[config.mk]
export PLATFORM = sky130hd
export DESIGN_NAME = clkmode_ctrl
export DESIGN_NICKNAME = d
export VERILOG_FILES = /design/src/rtl/clkmode_pkg.sv /design/src/rtl/clkmode_mult_dec.sv /design/src/rtl/clkmode_seq.sv /design/src/rtl/clkmode_ctrl.sv
export SDC_FILE = /design/constraint.sdc
export NUM_CORES = 1
export LEC_CHECK = 0
export BUFFER_PORTS_ARGS = -buffer_cell sky130_fd_sc_hd__clkbuf_2
export CAP_MARGIN = 5
export CORE_MARGIN = 5
export CORE_UTILIZATION = 46
export DETAILED_ROUTE_END_ITERATION = 8
export PLACE_DENSITY = 0.77
export SLEW_MARGIN = 20
export SYNTH_ARGS = -nofsm -noshare
export SYNTH_HDL_FRONTEND = slang
export SYNTH_SLANG_ARGS = --single-unit
[constraint.sdc]
create_clock -name clk -period 1.5 [get_ports clk]
set_input_delay 0.3 -clock clk [delete_from_list [all_inputs] [get_ports clk]]
set_output_delay 0.3 -clock clk [all_outputs]
set_load 0.02 [all_outputs]
[src/rtl/clkmode_pkg.sv]
package clkmode_pkg;
    localparam int CODE_W = 2;
    localparam int WAIT_W = 2;
    localparam int MULT_W = 3;

    typedef enum logic [1:0] {
        MODE_MAIN = 2'b00,
        MODE_PLL  = 2'b01,
        MODE_SUB  = 2'b10
    } clk_mode_e;

    typedef enum logic [3:0] {
        S_MAIN, S_PLL, S_SUB,
        S_M2P, S_P2M, S_M2S, S_S2M, S_S2P, S_P2S
    } seq_state_e;
endpackage

[src/rtl/clkmode_mult_dec.sv]
module clkmode_mult_dec #(
    parameter int CODE_W       = 2,
    parameter int MULT_W       = 3,
    parameter int RANGE_CODE   = 2,
    parameter int RANGE_FACTOR = 6
) (
    input  logic              range_i,
    input  logic [CODE_W-1:0] code_i,
    output logic [MULT_W-1:0] factor_o,
    output logic              legal_o
);
    always_comb begin
        if (!range_i) begin
            factor_o = MULT_W'(code_i) + MULT_W'(1);
            legal_o  = 1'b1;
        end else if (code_i == CODE_W'(RANGE_CODE)) begin
            factor_o = MULT_W'(RANGE_FACTOR);
            legal_o  = 1'b1;
        end else begin
            factor_o = '0;
            legal_o  = 1'b0;
        end
    end
endmodule

[src/rtl/clkmode_seq.sv]
module clkmode_seq
    import clkmode_pkg::*;
#(
    parameter int WAIT_MIN = 2
) (
    input  logic              clk,
    input  logic              rst_n,
    input  logic              sel_main_i,
    input  logic              sel_sub_i,
    input  logic [WAIT_W-1:0] wait_code_i,
    input  logic [MULT_W-1:0] factor_i,
    input  logic              legal_i,
    input  logic              pll_stab_i,
    input  logic              main_stab_i,
    input  logic              sync_pm_i,
    input  logic              sync_ms_i,
    input  logic              sync_ps_i,
    output clk_mode_e         mode_o,
    output logic [MULT_W-1:0] mult_o,
    output logic              busy_o,
    output logic              err_o
);
    typedef struct packed {
        seq_state_e        state;
        logic [MULT_W-1:0] mult;
        logic              err;
    } seq_t;

    seq_t      q, d;
    clk_mode_e target;

    always_comb begin
        if (!sel_sub_i)     target = MODE_SUB;
        else if (sel_main_i) target = MODE_MAIN;
        else                target = MODE_PLL;
    end

    always_comb begin
        d = q;
        unique case (q.state)
            S_MAIN: begin
                if (target == MODE_SUB)      begin d.state = S_M2S; d.err = 1'b0; end
                else if (target == MODE_PLL) begin d.state = S_M2P; d.err = 1'b0; end
            end
            S_PLL: begin
                if (target == MODE_SUB)       begin d.state = S_P2S; d.err = 1'b0; end
                else if (target == MODE_MAIN) begin d.state = S_P2M; d.err = 1'b0; end
            end
            S_SUB: begin
                if (target == MODE_MAIN) begin
                    d.state = S_S2M;
                    d.err   = 1'b0;
                end else if (target == MODE_PLL) begin
                    d.state = S_S2P;
                    d.err   = (wait_code_i < WAIT_W'(WAIT_MIN));
                end
            end
            S_M2P: if (pll_stab_i) begin
                d.state = S_PLL;
                if (legal_i) d.mult = factor_i;
            end
            S_S2P: if (main_stab_i) begin
                d.state = S_PLL;
                if (legal_i) d.mult = factor_i;
            end
            S_P2M: if (sync_pm_i)   d.state = S_MAIN;
            S_M2S: if (sync_ms_i)   d.state = S_SUB;
            S_S2M: if (main_stab_i) d.state = S_MAIN;
            S_P2S: if (sync_ps_i)   d.state = S_SUB;
            default: d.state = S_MAIN;
        endcase
    end

    always_ff @(posedge clk or negedge rst_n) begin
        if (!rst_n) begin
            q.state <= S_MAIN;
            q.mult  <= MULT_W'(1);
            q.err   <= 1'b0;
        end else begin
            q <= d;
        end
    end

    always_comb begin
        unique case (q.state)
            S_PLL, S_P2M, S_P2S: mode_o = MODE_PLL;
            S_SUB, S_S2M, S_S2P: mode_o = MODE_SUB;
            default:             mode_o = MODE_MAIN;
        endcase
    end

    assign busy_o = !(q.state inside {S_MAIN, S_PLL, S_SUB});
    assign mult_o = q.mult;
    assign err_o  = q.err;

    // the stored factor is always one the decoder can produce
    p_mult_legal_r4: assert property (@(posedge clk) disable iff (!rst_n)
        q.mult inside {MULT_W'(1), MULT_W'(2), MULT_W'(3), MULT_W'(4), MULT_W'(6)});

    // a pending move ends only in a stable state, never in another wait
    p_no_abort_r12: assert property (@(posedge clk) disable iff (!rst_n)
        ($past(busy_o) && !$stable(q.state)) |-> !busy_o);
endmodule

[src/rtl/clkmode_ctrl.sv]
module clkmode_ctrl
    import clkmode_pkg::*;
(
    input  logic       clk,
    input  logic       rst_n,
    input  logic       wr_en,
    input  logic       wr_main_sel,
    input  logic       wr_sub_sel,
    input  logic [1:0] wr_mult_code,
    input  logic       wr_mult_range,
    input  logic [1:0] wr_wait_code,
    input  logic       pll_stab_done,
    input  logic       main_stab_done,
    input  logic       sync_pll_main,
    input  logic       sync_main_sub,
    input  logic       sync_pll_sub,
    output logic [1:0] mode_o,
    output logic [2:0] mult_o,
    output logic       main_disp_o,
    output logic       sub_disp_o,
    output logic       busy_o,
    output logic       wait_err_o
);
    typedef struct packed {
        logic              sel_main;
        logic              sel_sub;
        logic [CODE_W-1:0] code;
        logic              range;
        logic [WAIT_W-1:0] wait_code;
    } regs_t;

    regs_t             r_q, r_d;
    logic [MULT_W-1:0] factor;
    logic              legal;
    clk_mode_e         mode;

    always_comb begin
        r_d = r_q;
        if (wr_en) begin
            r_d.sel_main  = wr_main_sel;
            r_d.sel_sub   = wr_sub_sel;
            r_d.code      = wr_mult_code;
            r_d.range     = wr_mult_range;
            r_d.wait_code = wr_wait_code;
        end
    end

    always_ff @(posedge clk or negedge rst_n) begin
        if (!rst_n) begin
            r_q.sel_main  <= 1'b1;
            r_q.sel_sub   <= 1'b1;
            r_q.code      <= '0;
            r_q.range     <= 1'b0;
            r_q.wait_code <= '0;
        end else begin
            r_q <= r_d;
        end
    end

    clkmode_mult_dec #(.CODE_W(CODE_W), .MULT_W(MULT_W)) u_dec (
        .range_i (r_q.range),
        .code_i  (r_q.code),
        .factor_o(factor),
        .legal_o (legal)
    );

    clkmode_seq u_seq (
        .clk        (clk),
        .rst_n      (rst_n),
        .sel_main_i (r_q.sel_main),
        .sel_sub_i  (r_q.sel_sub),
        .wait_code_i(r_q.wait_code),
        .factor_i   (factor),
        .legal_i    (legal),
        .pll_stab_i (pll_stab_done),
        .main_stab_i(main_stab_done),
        .sync_pm_i  (sync_pll_main),
        .sync_ms_i  (sync_main_sub),
        .sync_ps_i  (sync_pll_sub),
        .mode_o     (mode),
        .mult_o     (mult_o),
        .busy_o     (busy_o),
        .err_o      (wait_err_o)
    );

    assign mode_o      = mode;
    assign main_disp_o = (mode != MODE_PLL);
    assign sub_disp_o  = (mode != MODE_SUB);

    p_pll_entry_r3: assert property (@(posedge clk) disable iff (!rst_n)
        (mode_o == MODE_PLL && $past(mode_o) == MODE_MAIN) |-> $past(pll_stab_done));

    p_pll_to_main_r5: assert property (@(posedge clk) disable iff (!rst_n)
        (mode_o == MODE_MAIN && $past(mode_o) == MODE_PLL) |-> $past(sync_pll_main));

    p_main_to_sub_r6: assert property (@(posedge clk) disable iff (!rst_n)
        (mode_o == MODE_SUB && $past(mode_o) == MODE_MAIN) |-> $past(sync_main_sub));

    // share this exit condition
    p_sub_exit_r7: assert property (@(posedge clk) disable iff (!rst_n)
        (mode_o != MODE_SUB && $past(mode_o) == MODE_SUB) |-> $past(main_stab_done));

    p_pll_to_sub_r9: assert property (@(posedge clk) disable iff (!rst_n)
        (mode_o == MODE_SUB && $past(mode_o) == MODE_PLL) |-> $past(sync_pll_sub));

    p_err_source_r10: assert property (@(posedge clk) disable iff (!rst_n)
        $rose(wait_err_o) |-> (mode_o == MODE_SUB && busy_o));

    p_disp_on_done_r11: assert property (@(posedge clk) disable iff (!rst_n)
        (!$stable(main_disp_o) || !$stable(sub_disp_o)) |-> $past(busy_o));
endmodule

==> results of run 1 <==
## through the flow
step                total power, W  setup TNS (ns)  setup slack (ns)
floorplan                 0.001673        -0.08120          -0.08120
global placement          0.001995         -0.4819           -0.1259
detailed placement        0.002029         -0.7203           -0.1671
CTS                       0.002597          -1.401           -0.3067
global route              0.003015          -3.030           -0.3741
finish                    0.002842          -2.266           -0.3235
## layout by cell type (no fill, tap or decap), types with 2 or more instances in the layout
cell type	count
a21oi_1	4
buf_4	19
buf_6	4
buf_8	2
clkbuf_2	17
clkbuf_4	3
clkbuf_8	3
dfrtp_1	7
dfrtp_2	4
dfstp_2	3
ha_1	2
inv_1	4
mux2_2	8
mux2i_1	2
nand2_1	7
nor2_1	5
nor2b_1	2
o21ai_0	4
xor2_1	2
## per-layer routing
layer  share of wire  up-vias
met5               0        -
met2            0.53       37
met3           0.069        7
met1            0.38      401
met4           0.017        0
li1                -      409
## flip-flops by register name (all words and copies together) (netlist names)
name,cells
r_q,6
u_seq.q,4
u_seq.mult_o,3
u_seq.err_o,1
## layout make-up
cell class                      instances  area share
Clock buffer                            4     0.02693
Inverter                                6     0.01857
Multi-Input combinational cell         63      0.4104
Sequential cell                        14      0.2665
Tap cell                               27     0.02507
Timing Repair Buffer                   45      0.2526
## critical path, delay by kind of cell, from the launching register on
kind | cells | cell delay (ns)
DFF | 1 | 0.45
buffers and inverters | 3 | 0.39
AOI/OAI and AO/OA | 2 | 0.45
muxes | 2 | 0.42
## logic make-up after synthesis
| group | after synthesis | share of synthesized area |
|---|---|---|
| xor gates and xnor gates | 3 | 0.02850 |
| AOI/OAI and AO/OA | 21 | 0.1696 |
| adders and majority gates | 2 | 0.02713 |
| and+or+nand+nor | 26 | 0.1560 |
| buffers and inverters | 15 | 0.1031 |
| muxes | 11 | 0.1316 |
| DFF | 14 | 0.3840 |
## worst min path at each step
| stage | to | slack [ns] | cells past startpoint |
|---|---|---|---|
| 2_1_floorplan | r_q[1] | 0.004 | 0 |
| 3_3_place_gp | u_seq.mult_o[2] | 0.22 | 1 |
| 3_5_place_dp | u_seq.mult_o[2] | 0.22 | 1 |
| 4_1_cts | r_q[5] | 0.20 | 3 |
| 5_1_grt | r_q[5] | 0.20 | 3 |
| 6_report | r_q[5] | 0.22 | 3 |
## where the power goes
group          internal [W]  switching, W
clock              0.000148      0.000123
combinational       0.00103      0.000911
sequential         0.000517      0.000108
total               0.00170       0.00114
## what timing repair did
action	4_1_cts	5_1_grt
hold buffers	1	0
resized for setup	18	17
buffers inserted	4	3
setup endpoints to repair	11	13
hold endpoints to repair	11	0
pin swaps	3	7
==> reports/results.tsv, run 1 <==
stage	metric	value	unit
outcome	status	finished, violations left	
outcome	failing checks	setup timing	
clocking	Clock transition at path regs	0.08	ns
sta	max frequency	0.5484	GHz
synth	top cell type by total area after synthesis	dfrtp_1	
synth	synth unique cells	37	
clocking	CTS Root Buffer Type	clkbuf_4	
critical_path	R2R Setup Slk	-0.32	ns
final_layout	Layout fillers	144	
sta	minimum clock period after layout	1.823	ns
job	maxcap violations	0	
global_routing	remaining global-route overflow	0	
critical_path	crit-path max FO	5	
final_layout	final instance area	1348	um2
global_routing	largest net degree at the start of global routing	15	
route	drt initial violations	22	
route	Routed WL	2295	um
final_layout	Final #Nets	150	
synth	Post-synth top cells	dfrtp_1 (11), mux2_2 (8), nand2_1 (8)	
power	PD cells	2109	nW/um2
critical_path	Worst Setup SP	u_seq.q[4]	
route	drt first pass iters	4	
synth	ys flop type	dfrtp_1	
place	Final GP Congestion	0.7603	
sta	Final period util	1.216	
place	Area after DPL	1120	um2
critical_path	worst reg2reg path depth	7	
floorplanning	# IOs	24	
critical_path	Data required, critical path	1.68	ns
critical_path	Setup Crit Path Kind	reg -> reg	
final_layout	Util after Layout	0.6939	
final_layout	Multi-input gate area	553.0	um2
sta	setup violators final	12	
floorplanning	Die X	54.78	um
clocking	CTS tree	built	
synth	Post-Syn Nets	109	
clocking	H-tree depth	1	
global_routing	initial antenna violation count	0	
power	VDD IR max	0.001553	V
floorplanning	Initial Utilization	0.4749	
sta	Max Slew Vio Count	0	
global_routing	busiest grt layer	met2	
critical_path	critical-path cell list	buf_4 > buf_6 > buf_6 > mux2i_1 > o211ai_1 > o211ai_2 > mux2_4	
place	HPWL Detailed	1428	um
final_layout	share of cells above drive strength 1	0.5985	
clocking	total CTS buffers	3	
critical_path	Startpoint Class	flop	
global_routing	first-pass GRT wire length	3463	um
critical_path	worst reg2reg path endpoint	u_seq.q[5]	
critical_path	worst path arrival time	2.00	ns
global_routing	met1 global-route usage	0.1883	
global_routing	vias in the first global route	796	
sta	minimum hold slack	0.2160	ns
route	routed via count	854	
sta	final clock skew	0.007398	ns
synth	leading post-synthesis cells by cell area	dfrtp_1 (30%), mux2_2 (9.8%), dfstp_2 (8.5%)	
final_layout	Layout area overhead	46.13	%
synth	Syn Inst Count	92	
clocking	clock tree buffer depth	2	
place	Cells after DPL	147	
synth	EDFF count, synth	0	
critical_path	Slowest-stage cell, CP	dfrtp_2	
critical_path	R2R Path Start	u_seq.q[4]	
place	port bufs	22	
critical_path	Critical Path Max Stage Delay	0.45	ns
final_layout	sequential standard cell area	359.1	um2
synth	most frequent cell after synthesis	dfrtp_1	
critical_path	most frequent CP cell	buf_6	
route	DR vias/cell	5.371	
final_layout	ANT cells	0	
global_routing	GRT Util Overall	0.1627	
synth	Synth warnings	0	
synth	number of synthesized register bits	14	
floorplanning	Row Count	16	
floorplanning	height of the die	54.78	um
hold_path	hold path start	wr_sub_sel	
sta	endpoints failing hold	0	
hold_path	worst hold path type	in -> reg	
synth	Post-Syn Area	922.1	um2
floorplanning	die area	3000	um2
sta	setup ws final	-0.3235	ns
global_routing	grt met2 use	0.2539	
synth	post-synth top area share	0.2985	
route	Residual DRC	0	
sta	max_slew headroom	0.7552	
sta	unrepaired setup endpoints after global routing	yes	
critical_path	CP Capture Type	flop	
route	Post-DRT Antenna Nets	0	
synth	sequential area share after synthesis	0.3840	
clocking	Sink Count	14	
synth	Mean Syn Cell Area	10.02	um2
global_routing	grt met3 use	0.06267	
floorplanning	core footprint	1942	um2
critical_path	crit path to	u_seq.q[5]	
clocking	Worst-Skew Late Latency	0.29	ns
sta	Tightest Pin Transition	0.3620	ns
route	routed length per placed instance	14.43	um
final_layout	non-filler instance count after layout	159	
synth	asr flop ratio synth	1.000	
power	Leak	0.6430	nW
Power figures use the tool's default switching activity.
==> inputs of run 2 (changes only) <==
--- a/config.mk
+++ b/config.mk
@@ -8,9 +8,9 @@
 export BUFFER_PORTS_ARGS = -buffer_cell sky130_fd_sc_hd__clkbuf_2
 export CAP_MARGIN = 5
 export CORE_MARGIN = 5
-export CORE_UTILIZATION = 46
+export CORE_UTILIZATION = 55
 export DETAILED_ROUTE_END_ITERATION = 8
-export PLACE_DENSITY = 0.77
+export PLACE_DENSITY = 0.86
 export SLEW_MARGIN = 20
 export SYNTH_ARGS = -nofsm -noshare
 export SYNTH_HDL_FRONTEND = slang
==> constraint.sdc (replaced) <==
create_clock -name clk -period 2.35 [get_ports clk]
set_input_delay 0.47 -clock clk [delete_from_list [all_inputs] [get_ports clk]]
set_output_delay 0.47 -clock clk [all_outputs]
set_load 0.02 [all_outputs]
==> run 2 against run 1 <==
Against the previous run: the flow now finishes without violations; sequential power decreased by 29%; clock power decreased by 35%; via count decreased by 13%; sequential share of layout area increased by 7.9 points; critical endpoint is now mode_o[0]; largest power group unchanged; highest routed layer unchanged.
==> reports/results.tsv, run 2 (synthesis results as in run 1) <==
stage	metric	value	unit
floorplanning	Die X	50.95	um
clocking	CTS Root Buffer Type	clkbuf_4	
route	drt first pass iters	4	
floorplanning	# IOs	24	
global_routing	vias in the first global route	673	
place	pre-CTS setup slack	0.5229	ns
clocking	hold buffer count at cts	0	
global_routing	GRT Util Overall	0.1527	
critical_path	worst reg2reg path endpoint	u_seq.mult_o[2]	
global_routing	initial antenna violation count	0	
job	maxcap violations	0	
route	routed via count	741	
critical_path	worst path arrival time	1.68	ns
place	HPWL Detailed	1339	um
final_layout	Top reg by flops	r_q	
clocking	Worst-Skew Late Latency	0.28	ns
global_routing	remaining global-route overflow	0	
floorplanning	Initial Utilization	0.5982	
place	port bufs	22	
final_layout	Util after Layout	0.6640	
critical_path	R2R Path Start	u_seq.q[5]	
sta	minimum clock period after layout	2.152	ns
route	DR vias/cell	5.881	
critical_path	Setup Crit Path Kind	reg -> out	
sta	setup ws final	0.1976	ns
sta	Fin Setup TNS	0	ns
clocking	H-tree depth	1	
global_routing	first-pass GRT wire length	3015	um
floorplanning	core footprint	1541	um2
clocking	Sink Count	14	
final_layout	sequential standard cell area	354.1	um2
sta	max frequency	0.4646	GHz
critical_path	worst reg2reg path depth	3	
sta	endpoints failing hold	0	
sta	Tightest Pin Transition	0.4964	ns
final_layout	commonest non-fill, non-tap cell in the layout	clkbuf_2	
route	drt initial violations	14	
outcome	status	complete, no violations	
final_layout	most frequent cells in the layout	clkbuf_2 (22), dfrtp_1 (11), nand2_1 (8), mux2_2 (8)	
critical_path	Critical Path Max Stage Delay	0.54	ns
sta	Max Slew Vio Count	0	
clocking	Setup Fix Bufs, Post-CTS	0	
sta	unrepaired setup endpoints after global routing	no	
floorplanning	height of the die	50.95	um
power	Power, Total	0.001306	W
critical_path	Slowest-stage cell, CP	dfrtp_1	
floorplanning	Row Count	14	
critical_path	CP Capture Type	primary output	
critical_path	Startpoint Class	flop	
clocking	Clock transition at path regs	0.09	ns
place	Cells after DPL	122	
clocking	post-CTS sizing	0	
final_layout	Layout area overhead	10.99	%
final_layout	share of cells above drive strength 1	0.3818	
final_layout	Final #Nets	128	
power	VDD IR max	0.0007547	V
final_layout	non-filler instance count after layout	126	
critical_path	critical-path cell list	or2_2 > a211o_1 > inv_1 > clkbuf_2	
floorplanning	die area	2595	um2
critical_path	R2R Setup Slk	0.53	ns
sta	final clock skew	0.007308	ns
final_layout	max reg flops	6	
route	routed length per placed instance	14.45	um
sta	setup violators final	0	
final_layout	Layout fillers	130	
sta	max_slew headroom	0.6691	
route	Routed WL	1821	um
global_routing	largest net degree at the start of global routing	18	
route	Residual DRC	0	
sta	Final period util	0.9159	
final_layout	Multi-input gate area	473.0	um2
clocking	CTS tree	built	
place	Final GP Congestion	0.8409	
hold_path	worst hold path type	in -> async	
clocking	total CTS buffers	3	
power	Leak	0.5026	nW
clocking	clock tree buffer depth	2	
critical_path	Data required, critical path	1.88	ns
power	PD cells	1276	nW/um2
route	Post-DRT Antenna Nets	0	
critical_path	crit-path max FO	13	
final_layout	ANT cells	0	
==> run 2: changes by cell type in the layout (fill, tap and decap cells not counted), moves of 2 or more <==
cell	delta
buf_6	-4
dfrtp_2	-4
clkbuf_2	+5
dfrtp_1	+4
clkbuf_8	-2
buf_4	-18
inv_1	+2
buf_8	-2
==> run 2: worst max path at each step <==
stage | from | endpoint | slack, ns | cells after the start
finish | u_seq.q[7] | mode_o[0] | 0.20 | 4
global route | u_seq.q[7] | mode_o[0] | 0.11 | 4
floorplan | u_seq.q[4] | mode_o[0] | 0.43 | 5
CTS | u_seq.q[7] | mode_o[0] | 0.20 | 4
detailed placement | u_seq.q[7] | mode_o[0] | 0.52 | 4
global placement | u_seq.q[7] | mode_o[0] | 0.55 | 4
==> run 2: final cells by class <==
type / instances / area share
Sequential cell: 14 / 0.3460
Timing Repair Buffer: 23 / 0.1149
Clock buffer: 4 / 0.03545
Inverter: 6 / 0.02200
Multi-Input combinational cell: 63 / 0.4621
Tap cell: 16 / 0.01956
==> run 2: per-stage QoR <==
step / area (um2) / hold slack, ns
after floorplan: 922.1 / 0.1744
after global placement: 987.2 / 0.3824
after detailed placement: 987.2 / 0.3936
after CTS: 1023 / 0.08344
after global routing: 1023 / 0.07944
final: 1023 / 0.06891
==> run 2: metal layers <==
metal | track usage | part of all wire
met5 | 0 | 0
met4 | 0.06809 | 0.010
met3 | 0.04942 | 0.044
met2 | 0.2169 | 0.50
met1 | 0.2106 | 0.45
==> run 2: worst max-delay path: cells and delay by family, from the launching register on <==
kind            cells  cell delay [ns]
buf+inv             2             0.20
compound gates      1             0.30
simple gates        1             0.35
flops               1             0.54
==> run 2: power breakdown <==
| part | internal (W) | switching, W |
|---|---|---|
| clock network | 0.0000943 | 0.0000804 |
| logic | 0.000311 | 0.000372 |
| registers | 0.000323 | 0.000124 |
| total | 0.000729 | 0.000577 |
==> inputs of run 3 (changes only) <==
--- a/config.mk
+++ b/config.mk
@@ -6,11 +6,11 @@
 export NUM_CORES = 1
 export LEC_CHECK = 0
 export BUFFER_PORTS_ARGS = -buffer_cell sky130_fd_sc_hd__clkbuf_2
-export CAP_MARGIN = 5
 export CORE_MARGIN = 5
 export CORE_UTILIZATION = 55
 export DETAILED_ROUTE_END_ITERATION = 8
 export PLACE_DENSITY = 0.86
+export REMOVE_ABC_BUFFERS = 1
 export SLEW_MARGIN = 20
 export SYNTH_ARGS = -nofsm -noshare
 export SYNTH_HDL_FRONTEND = slang
==> run 3 against run 2 <==
Against the previous run: clock power grew 3%; worst hold slack lost 0.0085 ns; global-route usage shrank 1.2 points; clock skew grew 0.0024 ns; via count shrank 4.5%; clock-buffer cell count is the same; core utilization shrank 0.49 points; total power shrank 1.6%; highest routed layer unchanged.
==> reports/results.tsv, run 3 (synthesis results as in run 1) <==
stage	metric	value	unit
outcome	status	complete, no violations	
hold_path	worst hold path type	in -> async	
sta	endpoints failing hold	0	
place	Final GP Congestion	0.7761	
clocking	total CTS buffers	3	
clocking	H-tree depth	1	
route	routed length per placed instance	13.30	um
clocking	CTS tree	built	
clocking	CTS Root Buffer Type	clkbuf_4	
final_layout	Final #Nets	127	
place	HPWL Detailed	1269	um
critical_path	Setup Crit Path Kind	reg -> out	
final_layout	ANT cells	0	
floorplanning	Row Count	14	
floorplanning	die area	2595	um2
place	port bufs	22	
power	PD cells	1264	nW/um2
sta	Final period util	0.9584	
sta	Tightest Pin Transition	0.5597	ns
route	drt first pass iters	4	
global_routing	remaining global-route overflow	0	
sta	setup violators final	0	
job	maxcap violations	0	
critical_path	worst path arrival time	1.78	ns
sta	minimum clock period after layout	2.252	ns
clocking	Worst-Skew Late Latency	0.29	ns
clocking	Setup Fix Bufs, Post-CTS	0	
final_layout	max reg flops	6	
clocking	Clock transition at path regs	0.09	ns
clocking	post-CTS sizing	0	
global_routing	first-pass GRT wire length	2808	um
floorplanning	Initial Utilization	0.5982	
clocking	clock tree buffer depth	2	
sta	max_slew headroom	0.6268	
final_layout	Top reg by flops	r_q	
sta	Max Slew Vio Count	0	
final_layout	Layout fillers	136	
power	VDD IR max	0.0005367	V
route	Post-DRT Antenna Nets	0	
power	Leak	0.4976	nW
floorplanning	Die X	50.95	um
final_layout	commonest non-fill, non-tap cell in the layout	clkbuf_2	
route	Routed WL	1662	um
clocking	hold buffer count at cts	0	
critical_path	crit-path max FO	18	
final_layout	final instance area	1016	um2
final_layout	most frequent cells in the layout	clkbuf_2 (22), dfrtp_1 (11), nand2_1 (8), mux2_2 (8)	
global_routing	initial antenna violation count	0	
final_layout	share of cells above drive strength 1	0.3761	
sta	unrepaired setup endpoints after global routing	no	
sta	Fin Setup TNS	0	ns
global_routing	GRT Util Overall	0.1407	
clocking	Sink Count	14	
route	Residual DRC	0	
route	drt initial violations	19	
floorplanning	# IOs	24	
critical_path	CP Capture Type	primary output	
route	DR vias/cell	5.664	
global_routing	vias in the first global route	654	
floorplanning	height of the die	50.95	um
route	routed via count	708	
sta	final clock skew	0.009725	ns
floorplanning	core footprint	1541	um2
sta	max frequency	0.4440	GHz
critical_path	Data required, critical path	1.88	ns
global_routing	largest net degree at the start of global routing	19	
place	Area after DPL	979.7	um2
critical_path	Startpoint Class	flop	
final_layout	Layout area overhead	10.18	%
final_layout	Util after Layout	0.6591	
run 3: cell types whose count changed in the layout (fill, tap and decap cells not counted):
cell	previous run	this run
buf_4	1	0
run 3: layer usage:
layer / GRT usage / up-vias / wire length (um)
met5: 0 / - / 0
met4: 0.06809 / 0 / 29
met3: 0.02616 / 5 / 64
met2: 0.2293 / 16 / 848
met1: 0.1780 / 329 / 719
li1: - / 358 / -
run 3: worst paths after layout:
kind / from / end / slack (ns) / cells past startpoint
setup / recovery: u_seq.q[4] / mode_o[0] / 0.1 / 4
hold / removal: rst_n / u_seq.q[7] / 0.06 / 1
setup reg to reg: u_seq.q[4] / u_seq.mult_o[1] / 0.53 / 3
hold reg to reg: u_seq.mult_o[2] / u_seq.mult_o[2] / 0.51 / 1
max in group asynchronous: rst_n / r_q[6] / 1.98 / 1
min in group clk: wr_mult_range / r_q[2] / 0.39 / 3
run 3: area by class of cell:
type / count / area [um2] / area share
Clock buffer: 4 / 36.28 / 0.03571
Inverter: 6 / 22.52 / 0.02217
Multi-Input combinational cell: 63 / 473.0 / 0.4655
Tap cell: 16 / 20.02 / 0.01970
Timing Repair Buffer: 22 / 110.1 / 0.1084
Sequential cell: 14 / 354.1 / 0.3485
run 3: stage by stage:
stage	power (W)	hold slack, ns	cells	setup slack [ns]
4_1_cts	0.001294	0.07091	125	0.09248
3_5_place_dp	0.001114	0.3894	121	0.4161
3_3_place_gp	0.001088	0.3833	121	0.4440
2_1_floorplan	0.0009226	0.1744	83	0.4513
6_report	0.001284	0.06040	125	0.09783
5_1_grt	0.001378	0.08404	125	0.005763
run 3: critical path, stage by stage (launching register included):
cell and delay, ns:
dfrtp_1 0.59, or2_2 0.38, a211o_1 0.30, inv_1 0.05, clkbuf_2 0.16
run 3: power breakdown:
group | internal, W | total [W] | switching [W]
logic | 0.000301 | 0.000637 | 0.000336
registers | 0.000322 | 0.000468 | 0.000145
clock network | 0.0000945 | 0.000180 | 0.0000854
total | 0.000718 | 0.00128 | 0.000567
